**src/rtl/evlog_pkg.sv**
```systemverilog
`timescale 1ns/1ps
package evlog_pkg;
  typedef enum logic [1:0] {
    ST_IDLE = 2'd0,
    ST_READ = 2'd1,
    ST_DONE = 2'd2
  } evlog_state_e;

  localparam logic [1:0] CLR_OK        = 2'd0;
  localparam logic [1:0] CLR_BAD_INPUT = 2'd1;
endpackage

```
**src/rtl/evlog_handle_gen.sv**
```systemverilog
`timescale 1ns/1ps
module evlog_handle_gen #(
  parameter int HANDLE_W = 16
) (
  input  logic                clk,
  input  logic                rst_n,
  input  logic                adv,
  output logic [HANDLE_W-1:0] cur_hdl
);
  localparam logic [HANDLE_W-1:0] FIRST_HDL = HANDLE_W'(1);

  // next handle value, zero is skipped
  function automatic logic [HANDLE_W-1:0] bump(input logic [HANDLE_W-1:0] h);
    logic [HANDLE_W-1:0] n;
    n = h + 1'b1;
    if (n == '0) n = FIRST_HDL;
    return n;
  endfunction

  always_ff @(posedge clk) begin
    if (!rst_n)   cur_hdl <= FIRST_HDL;
    else if (adv) cur_hdl <= bump(cur_hdl);
  end
endmodule

```
**src/rtl/evlog_overflow.sv**
```systemverilog
`timescale 1ns/1ps
module evlog_overflow #(
  parameter int TS_W  = 32,
  parameter int OVF_W = 16
) (
  input  logic             clk,
  input  logic             rst_n,
  input  logic             ovf_evt,
  input  logic             wipe,
  input  logic [TS_W-1:0]  ts_now,
  output logic [OVF_W-1:0] ovf_cnt,
  output logic [TS_W-1:0]  ovf_first,
  output logic [TS_W-1:0]  ovf_last
);
  localparam logic [OVF_W-1:0] CNT_MAX = '1;

  function automatic logic [OVF_W-1:0] sat_inc(input logic [OVF_W-1:0] c);
    return (c == CNT_MAX) ? c : c + 1'b1;
  endfunction

  always_ff @(posedge clk) begin
    if (!rst_n || wipe) begin
      ovf_cnt   <= '0;
      ovf_first <= '0;
      ovf_last  <= '0;
    end else if (ovf_evt) begin
      if (ovf_cnt == '0) ovf_first <= ts_now;
      ovf_cnt  <= sat_inc(ovf_cnt);
      ovf_last <= ts_now;
    end
  end
endmodule

```
**src/rtl/evlog_store.sv**
```systemverilog
`timescale 1ns/1ps
module evlog_store #(
  parameter int DEPTH    = 8,
  parameter int DATA_W   = 32,
  parameter int HANDLE_W = 16,
  parameter int TS_W     = 32,
  localparam int PTR_W   = $clog2(DEPTH),
  localparam int CNT_W   = $clog2(DEPTH + 1)
) (
  input  logic                      clk,
  input  logic                      rst_n,
  input  logic                      push,
  input  logic [DATA_W-1:0]         push_data,
  input  logic [HANDLE_W-1:0]       push_hdl,
  input  logic [TS_W-1:0]           push_ts,
  input  logic                      pop,
  input  logic [CNT_W-1:0]          pop_n,
  input  logic [CNT_W-1:0]          peek_idx,
  output logic [DATA_W-1:0]         peek_data,
  output logic [HANDLE_W-1:0]       peek_hdl,
  output logic [TS_W-1:0]           peek_ts,
  output logic [DEPTH*HANDLE_W-1:0] head_hdls,
  output logic [CNT_W-1:0]          count
);
  logic [DATA_W-1:0]   data_mem [DEPTH];
  logic [HANDLE_W-1:0] hdl_mem  [DEPTH];
  logic [TS_W-1:0]     ts_mem   [DEPTH];
  logic [PTR_W-1:0]    head, tail;

  // ring pointer advance by k slots
  function automatic logic [PTR_W-1:0] ptr_add(input logic [PTR_W-1:0] p,
                                               input logic [CNT_W-1:0] k);
    int unsigned s;
    s = int'(p) + int'(k);
    return PTR_W'(s % DEPTH);
  endfunction

  always_ff @(posedge clk) begin
    if (push) begin
      data_mem[tail] <= push_data;
      hdl_mem[tail]  <= push_hdl;
      ts_mem[tail]   <= push_ts;
    end
  end

  always_ff @(posedge clk) begin
    if (!rst_n) begin
      head  <= '0;
      tail  <= '0;
      count <= '0;
    end else if (push) begin
      tail  <= ptr_add(tail, CNT_W'(1));
      count <= count + 1'b1;
    end else if (pop) begin
      head  <= ptr_add(head, pop_n);
      count <= count - pop_n;
    end
  end

  assign peek_data = data_mem[ptr_add(head, peek_idx)];
  assign peek_hdl  = hdl_mem[ptr_add(head, peek_idx)];
  assign peek_ts   = ts_mem[ptr_add(head, peek_idx)];

  for (genvar i = 0; i < DEPTH; i++) begin : g_head
    assign head_hdls[i*HANDLE_W +: HANDLE_W] = hdl_mem[ptr_add(head, CNT_W'(i))];
  end
endmodule

```
**src/rtl/evlog_arbiter.sv**
```systemverilog
`timescale 1ns/1ps
module evlog_arbiter (
  input  logic clr_req,
  input  logic rd_req,
  input  logic ins_req,
  input  logic busy,
  output logic clr_go,
  output logic rd_go,
  output logic ins_go,
  output logic clr_stall,
  output logic rd_stall,
  output logic ins_stall
);
  // fixed order: clear, read, insert
  assign clr_stall = busy;
  assign rd_stall  = busy | clr_req;
  assign ins_stall = busy | clr_req | rd_req;

  assign clr_go = clr_req & ~clr_stall;
  assign rd_go  = rd_req  & ~rd_stall;
  assign ins_go = ins_req & ~ins_stall;
endmodule

```
**src/rtl/evlog_queue.sv**
```systemverilog
`timescale 1ns/1ps
module evlog_queue
  import evlog_pkg::*;
#(
  parameter int DEPTH    = 8,
  parameter int DATA_W   = 32,
  parameter int HANDLE_W = 16,
  parameter int TS_W     = 32,
  parameter int OVF_W    = 16,
  localparam int CNT_W   = $clog2(DEPTH + 1)
) (
  input  logic                      clk,
  input  logic                      rst_n,
  input  logic                      ins_req,
  input  logic [DATA_W-1:0]         ins_data,
  input  logic [TS_W-1:0]           ins_ts,
  output logic                      ins_stall,
  input  logic                      rd_req,
  input  logic [CNT_W-1:0]          rd_max,
  output logic                      rd_stall,
  output logic                      rec_valid,
  output logic [DATA_W-1:0]         rec_data,
  output logic [HANDLE_W-1:0]       rec_handle,
  output logic [TS_W-1:0]           rec_ts,
  output logic                      rd_done,
  output logic [CNT_W-1:0]          rd_num,
  output logic                      rd_more,
  output logic                      rd_ovf,
  output logic [OVF_W-1:0]          rd_ovf_cnt,
  output logic [TS_W-1:0]           rd_ovf_first,
  output logic [TS_W-1:0]           rd_ovf_last,
  input  logic                      clr_req,
  input  logic [CNT_W-1:0]          clr_num,
  input  logic [DEPTH*HANDLE_W-1:0] clr_handles,
  output logic                      clr_stall,
  output logic                      clr_done,
  output logic [1:0]                clr_code,
  output logic                      log_status,
  output logic                      irq_req
);
  localparam logic [CNT_W-1:0] FULL_CNT = CNT_W'(DEPTH);

  function automatic logic [CNT_W-1:0] take_min(input logic [CNT_W-1:0] a,
                                                input logic [CNT_W-1:0] b);
    return (a < b) ? a : b;
  endfunction

  evlog_state_e state;
  logic [CNT_W-1:0] cnt, rd_idx, rd_total, clr_take;
  logic clr_go, rd_go, ins_go, busy;
  logic push, pop, ovf_evt, full, clr_valid;
  logic [HANDLE_W-1:0] push_hdl;
  logic [DEPTH*HANDLE_W-1:0] head_hdls;
  logic [DEPTH-1:0] slot_ok;
  logic [OVF_W-1:0] ovf_cnt;
  logic [TS_W-1:0]  ovf_first, ovf_last;

  assign busy = (state != ST_IDLE);

  evlog_arbiter u_arb (
    .clr_req(clr_req), .rd_req(rd_req), .ins_req(ins_req), .busy(busy),
    .clr_go(clr_go), .rd_go(rd_go), .ins_go(ins_go),
    .clr_stall(clr_stall), .rd_stall(rd_stall), .ins_stall(ins_stall)
  );

  // clear validation: all compared slots in parallel
  assign clr_take = take_min(clr_num, cnt);
  for (genvar i = 0; i < DEPTH; i++) begin : g_val
    logic [HANDLE_W-1:0] want, have;
    assign want = clr_handles[i*HANDLE_W +: HANDLE_W];
    assign have = head_hdls[i*HANDLE_W +: HANDLE_W];
    assign slot_ok[i] = (CNT_W'(i) >= clr_take) || ((want != '0) && (want == have));
  end
  assign clr_valid = &slot_ok;

  assign full    = (cnt == FULL_CNT);
  assign push    = ins_go & ~full;
  assign ovf_evt = ins_go & full;
  assign pop     = clr_go & clr_valid & (clr_take != '0);

  evlog_handle_gen #(.HANDLE_W(HANDLE_W)) u_hdl (
    .clk(clk), .rst_n(rst_n), .adv(push), .cur_hdl(push_hdl)
  );

  evlog_store #(.DEPTH(DEPTH), .DATA_W(DATA_W), .HANDLE_W(HANDLE_W), .TS_W(TS_W)) u_store (
    .clk(clk), .rst_n(rst_n),
    .push(push), .push_data(ins_data), .push_hdl(push_hdl), .push_ts(ins_ts),
    .pop(pop), .pop_n(clr_take),
    .peek_idx(rd_idx), .peek_data(rec_data), .peek_hdl(rec_handle), .peek_ts(rec_ts),
    .head_hdls(head_hdls), .count(cnt)
  );

  evlog_overflow #(.TS_W(TS_W), .OVF_W(OVF_W)) u_ovf (
    .clk(clk), .rst_n(rst_n), .ovf_evt(ovf_evt), .wipe(pop), .ts_now(ins_ts),
    .ovf_cnt(ovf_cnt), .ovf_first(ovf_first), .ovf_last(ovf_last)
  );

  // read sequencer
  always_ff @(posedge clk) begin
    if (!rst_n) begin
      state    <= ST_IDLE;
      rd_idx   <= '0;
      rd_total <= '0;
    end else begin
      unique case (state)
        ST_IDLE: if (rd_go) begin
          rd_idx   <= '0;
          rd_total <= take_min(rd_max, cnt);
          state    <= (take_min(rd_max, cnt) == '0) ? ST_DONE : ST_READ;
        end
        ST_READ: begin
          if (rd_idx == rd_total - 1'b1) state <= ST_DONE;
          else                           rd_idx <= rd_idx + 1'b1;
        end
        default: state <= ST_IDLE;
      endcase
    end
  end

  assign rec_valid    = (state == ST_READ);
  assign rd_done      = (state == ST_DONE);
  assign rd_num       = rd_total;
  assign rd_more      = rd_done & (cnt != '0);
  assign rd_ovf       = rd_done & (ovf_cnt != '0);
  assign rd_ovf_cnt   = rd_ovf ? ovf_cnt   : '0;
  assign rd_ovf_first = rd_ovf ? ovf_first : '0;
  assign rd_ovf_last  = rd_ovf ? ovf_last  : '0;

  // clear answer, status and interrupt
  always_ff @(posedge clk) begin
    if (!rst_n) begin
      clr_done   <= 1'b0;
      clr_code   <= CLR_OK;
      log_status <= 1'b0;
      irq_req    <= 1'b0;
    end else begin
      clr_done <= clr_go;
      if (clr_go) clr_code <= clr_valid ? CLR_OK : CLR_BAD_INPUT;
      if (push)                           log_status <= 1'b1;
      else if (pop && (cnt == clr_take))  log_status <= 1'b0;
      irq_req <= push && (cnt == '0);
    end
  end
endmodule

```
**config.mk**
```make
export PLATFORM = sky130hd
export DESIGN_NAME = evlog_queue
export DESIGN_NICKNAME = d
export VERILOG_FILES = /design/src/rtl/evlog_pkg.sv /design/src/rtl/evlog_handle_gen.sv /design/src/rtl/evlog_overflow.sv /design/src/rtl/evlog_store.sv /design/src/rtl/evlog_arbiter.sv /design/src/rtl/evlog_queue.sv
export SDC_FILE = /design/constraint.sdc
export NUM_CORES = 1
export LEC_CHECK = 0
export ABC_AREA = 1
export CAP_MARGIN = 20
export CORE_MARGIN = 1
export CORE_UTILIZATION = 40
export CTS_CLUSTER_DIAMETER = 120
export DETAILED_ROUTE_END_ITERATION = 8
export GPL_ROUTABILITY_DRIVEN = 0
export PLACE_DENSITY = 0.69
export SLEW_MARGIN = 20
export SYNTH_ARGS = -nofsm -noshare
export SYNTH_HDL_FRONTEND = slang
export SYNTH_SLANG_ARGS = --single-unit
```
**constraint.sdc**
```tcl
create_clock -name clk -period 9.2 [get_ports clk]
set_input_delay 1.38 -clock clk [delete_from_list [all_inputs] [get_ports clk]]
set_output_delay 1.38 -clock clk [all_outputs]
set_load 0.02 [all_outputs]
```
==> impl_metrics.yaml <==
run_status:
  status: "finished clean"
timing:
  worst_pin_slew_ps: 1190
  fmax_mhz: 141
  drv_slew: 0
  holdWs_ps: 492
  setup_ws_ps: 2130
  slew_headroom: 0.208
  period_needed_ps: 7070
  fin_skew_ps: 44.4
  finalSetupViolCount: 0
  rsz0062_at_grt: "false"
  setup-tns-final_ps: 0
  min_period_over_period: 0.769
  hold_viol: 0
route:
  top_layer_used: "met5"
  post_drt_wl_per_cell_um: 20.3
  vias_per_cell: 5.49
  dr_wl_met3_um: 13900
  route.detailed.drc: 0
  route.met2.wl_um: 54800
  initialDrtViolationCount: 3794
  ant_nets: 0
  via_count: 34200
  dr.pass1.iters: 8
  wl_met1_um: 50900
  totalWireLength_um: 127000
clock_network:
  clockRootBuffer: "clkbuf_16"
  cts_resized: 0
  cts_setup_buffers: 0
  clk_latency_ps: 680
  cts.sinks: 763
  cts_tree: "built"
  cts_buffers: 83
  path_clk_slew_ps: 60
  htreeDepth: 3
  clockBufferDepth: 3
  ctsHoldBuffers: 0
synth:
  async_reset_ff_frac: 0
  synthCells: 4619
  postSynthNetCount: 4850
  yosysWarnings: 0
  netlist_area_mm2: 0.0397
  ys_ff_latch: 763
  postSynthAreaPerCell_um2: 8.59
  ys_types: 47
  synthFlopType: "edfxtp_1"
  ys_seq_area_frac: 0.547
  synth-edff-count: 640
floorplanning:
  start_util: 0.404
  fp.dieW_um: 317
  core_mm2: 0.0983
  dieArea_mm2: 0.100
  die_h_um: 317
  io_pins: 381
  fp-row-count: 115
worst_setup_path:
  critPathRequiredTime_ps: 7820
  arrival_ps: 5690
  cp-end-kind: "primary output"
  critPathMaxFanout: 89
  cp-start-kind: "flip-flop"
  crit_type: "flip-flop to primary output"
layout:
  area_growth_pct: 19.1
  postLayoutCellArea_mm2: 0.0473
  final_common_cell: "nand2_1"
  num-fill-cells: 9143
  drive_gt1_frac: 0.0439
  layout_common_cells: "1028 x nand2_1, 640 x edfxtp_1, 519 x inv_1"
  finish.net_count: 5109
place:
  place_ws_ps: 2830
  dp_hpwl_um: 83700
  io_buffer_count: 379
  place_area_mm2: 0.0445
power_and_ir_drop:
  peakVddDrop_mv: 0.145
  powerDensity_mw_per_mm2: 196
  total_leakage_power_nw: 18.0
global_routing:
  grt_overflow: 0
  grt_pass1_vias: 31200
  grt_pass1_wl_um: 187000
  grt_max_degree: 223
  grt_use_total: 0.246
  antenna_found_initial: 11
job:
  max-cap-violations: 0
min_path:
  holdCritPathClass: "flip-flop to flip-flop"
-- flip-flops by register name, summed over array words and instances (netlist names), 2 cells and up, named ones only --
| register | flops |
|---|---|
| u_ovf.ovf_first | 32 |
| u_store.tail | 3 |
| rd_idx | 4 |
| u_store.data_mem | 256 |
| u_store.count | 4 |
| u_store.hdl_mem | 128 |
| state | 2 |
| rd_num | 4 |
| u_store.ts_mem | 256 |
| u_store.head | 3 |
| u_ovf.ovf_cnt | 16 |
| u_ovf.ovf_last | 32 |
| u_hdl.cur_hdl | 16 |
-- metal layers --
layer | vias to the layer above | global-route usage
met5 | - | 0
met4 | 14 | 0.126
met3 | 335 | 0.0717
met2 | 1681 | 0.373
met1 | 16000 | 0.320
li1 | 16200 | -
-- cell type report --
type	count	area (um2)	area share
diodes	4	10.0	0.000212
repair buffers	423	4140	0.0875
well taps	1287	1610	0.0341
multi-input cells	3076	15000	0.318
clock buffers	107	2240	0.0474
inverters	531	1990	0.0422
clock inverters	46	551	0.0117
flip-flops and latches	763	21700	0.459
-- worst max-delay path: stages (launching register included) --
cell	delay (ps)
dfxtp_4	500
ha_4	250
fa_4	1060
buf_4	670
buf_4	920
o211ai_1	200
a31oi_1	560
clkdlybuf4s50_1	730
-- cell usage after synthesis (all sizes together), types with 7 or more instances --
| cell | count | area [um2] |
|---|---|---|
| nand2 | 1032 | 3890 |
| edfxtp | 640 | 19200 |
| inv | 528 | 1980 |
| nand3 | 515 | 2590 |
| nor2 | 428 | 1630 |
| o21ai | 358 | 1790 |
| a21oi | 274 | 1370 |
| clkbuf | 139 | 522 |
| dfxtp | 123 | 2460 |
| o211ai | 114 | 856 |
| buf | 110 | 567 |
| a31oi | 81 | 507 |
| mux2i | 68 | 681 |
| nor3 | 49 | 245 |
| xor2 | 31 | 287 |
| nand4 | 26 | 163 |
| ha | 23 | 288 |
| nand3b | 16 | 120 |
| nor4 | 12 | 75.1 |
| xnor2 | 12 | 120 |
| or2 | 9 | 56.3 |
| nor3b | 7 | 52.6 |
-- power breakdown --
part           switching [mW]  leakage (nW)  internal, mW
clock network            1.43          1.35          1.94
logic                    1.32          9.99         0.753
registers              0.0392          6.66          3.79
-- worst paths after layout --
| kind | slack (ps) | endpoint | start | cells past startpoint |
|---|---|---|---|---|
| setup / recovery | 2130 | rec_handle[2] | u_store.head[0] | 7 |
| hold / removal | 490 | log_status | log_status | 2 |
| setup reg to reg | 2430 | u_ovf.ovf_last[9] | u_store.head[1] | 18 |
| hold reg to reg | 490 | log_status | log_status | 2 |
-- cells by family after synthesis --
| logic type | share of synthesized area |
|---|---|
| other | 0.0000945 |
| DFF | 0.547 |
| xor gates and xnor gates | 0.0103 |
| AOI/OAI and AO/OA | 0.117 |
| and+or+nand+nor | 0.223 |
| muxes | 0.0172 |
| buffers and inverters | 0.0777 |
| adders and majority gates | 0.00877 |
-- metrics by stage --
| stage | instances | power, mW | util |
|---|---|---|---|
| detailed placement | 6080 | 5.95 | 0.452 |
| finish | 6237 | 9.27 | 0.481 |
| floorplan | 4619 | 5.14 | - |
| global route | 6235 | 9.65 | 0.481 |
| CTS | 6233 | 9.32 | 0.481 |
| global placement | 6080 | 5.93 | 0.452 |
No activity file was read; power rests on OpenSTA's default activity.
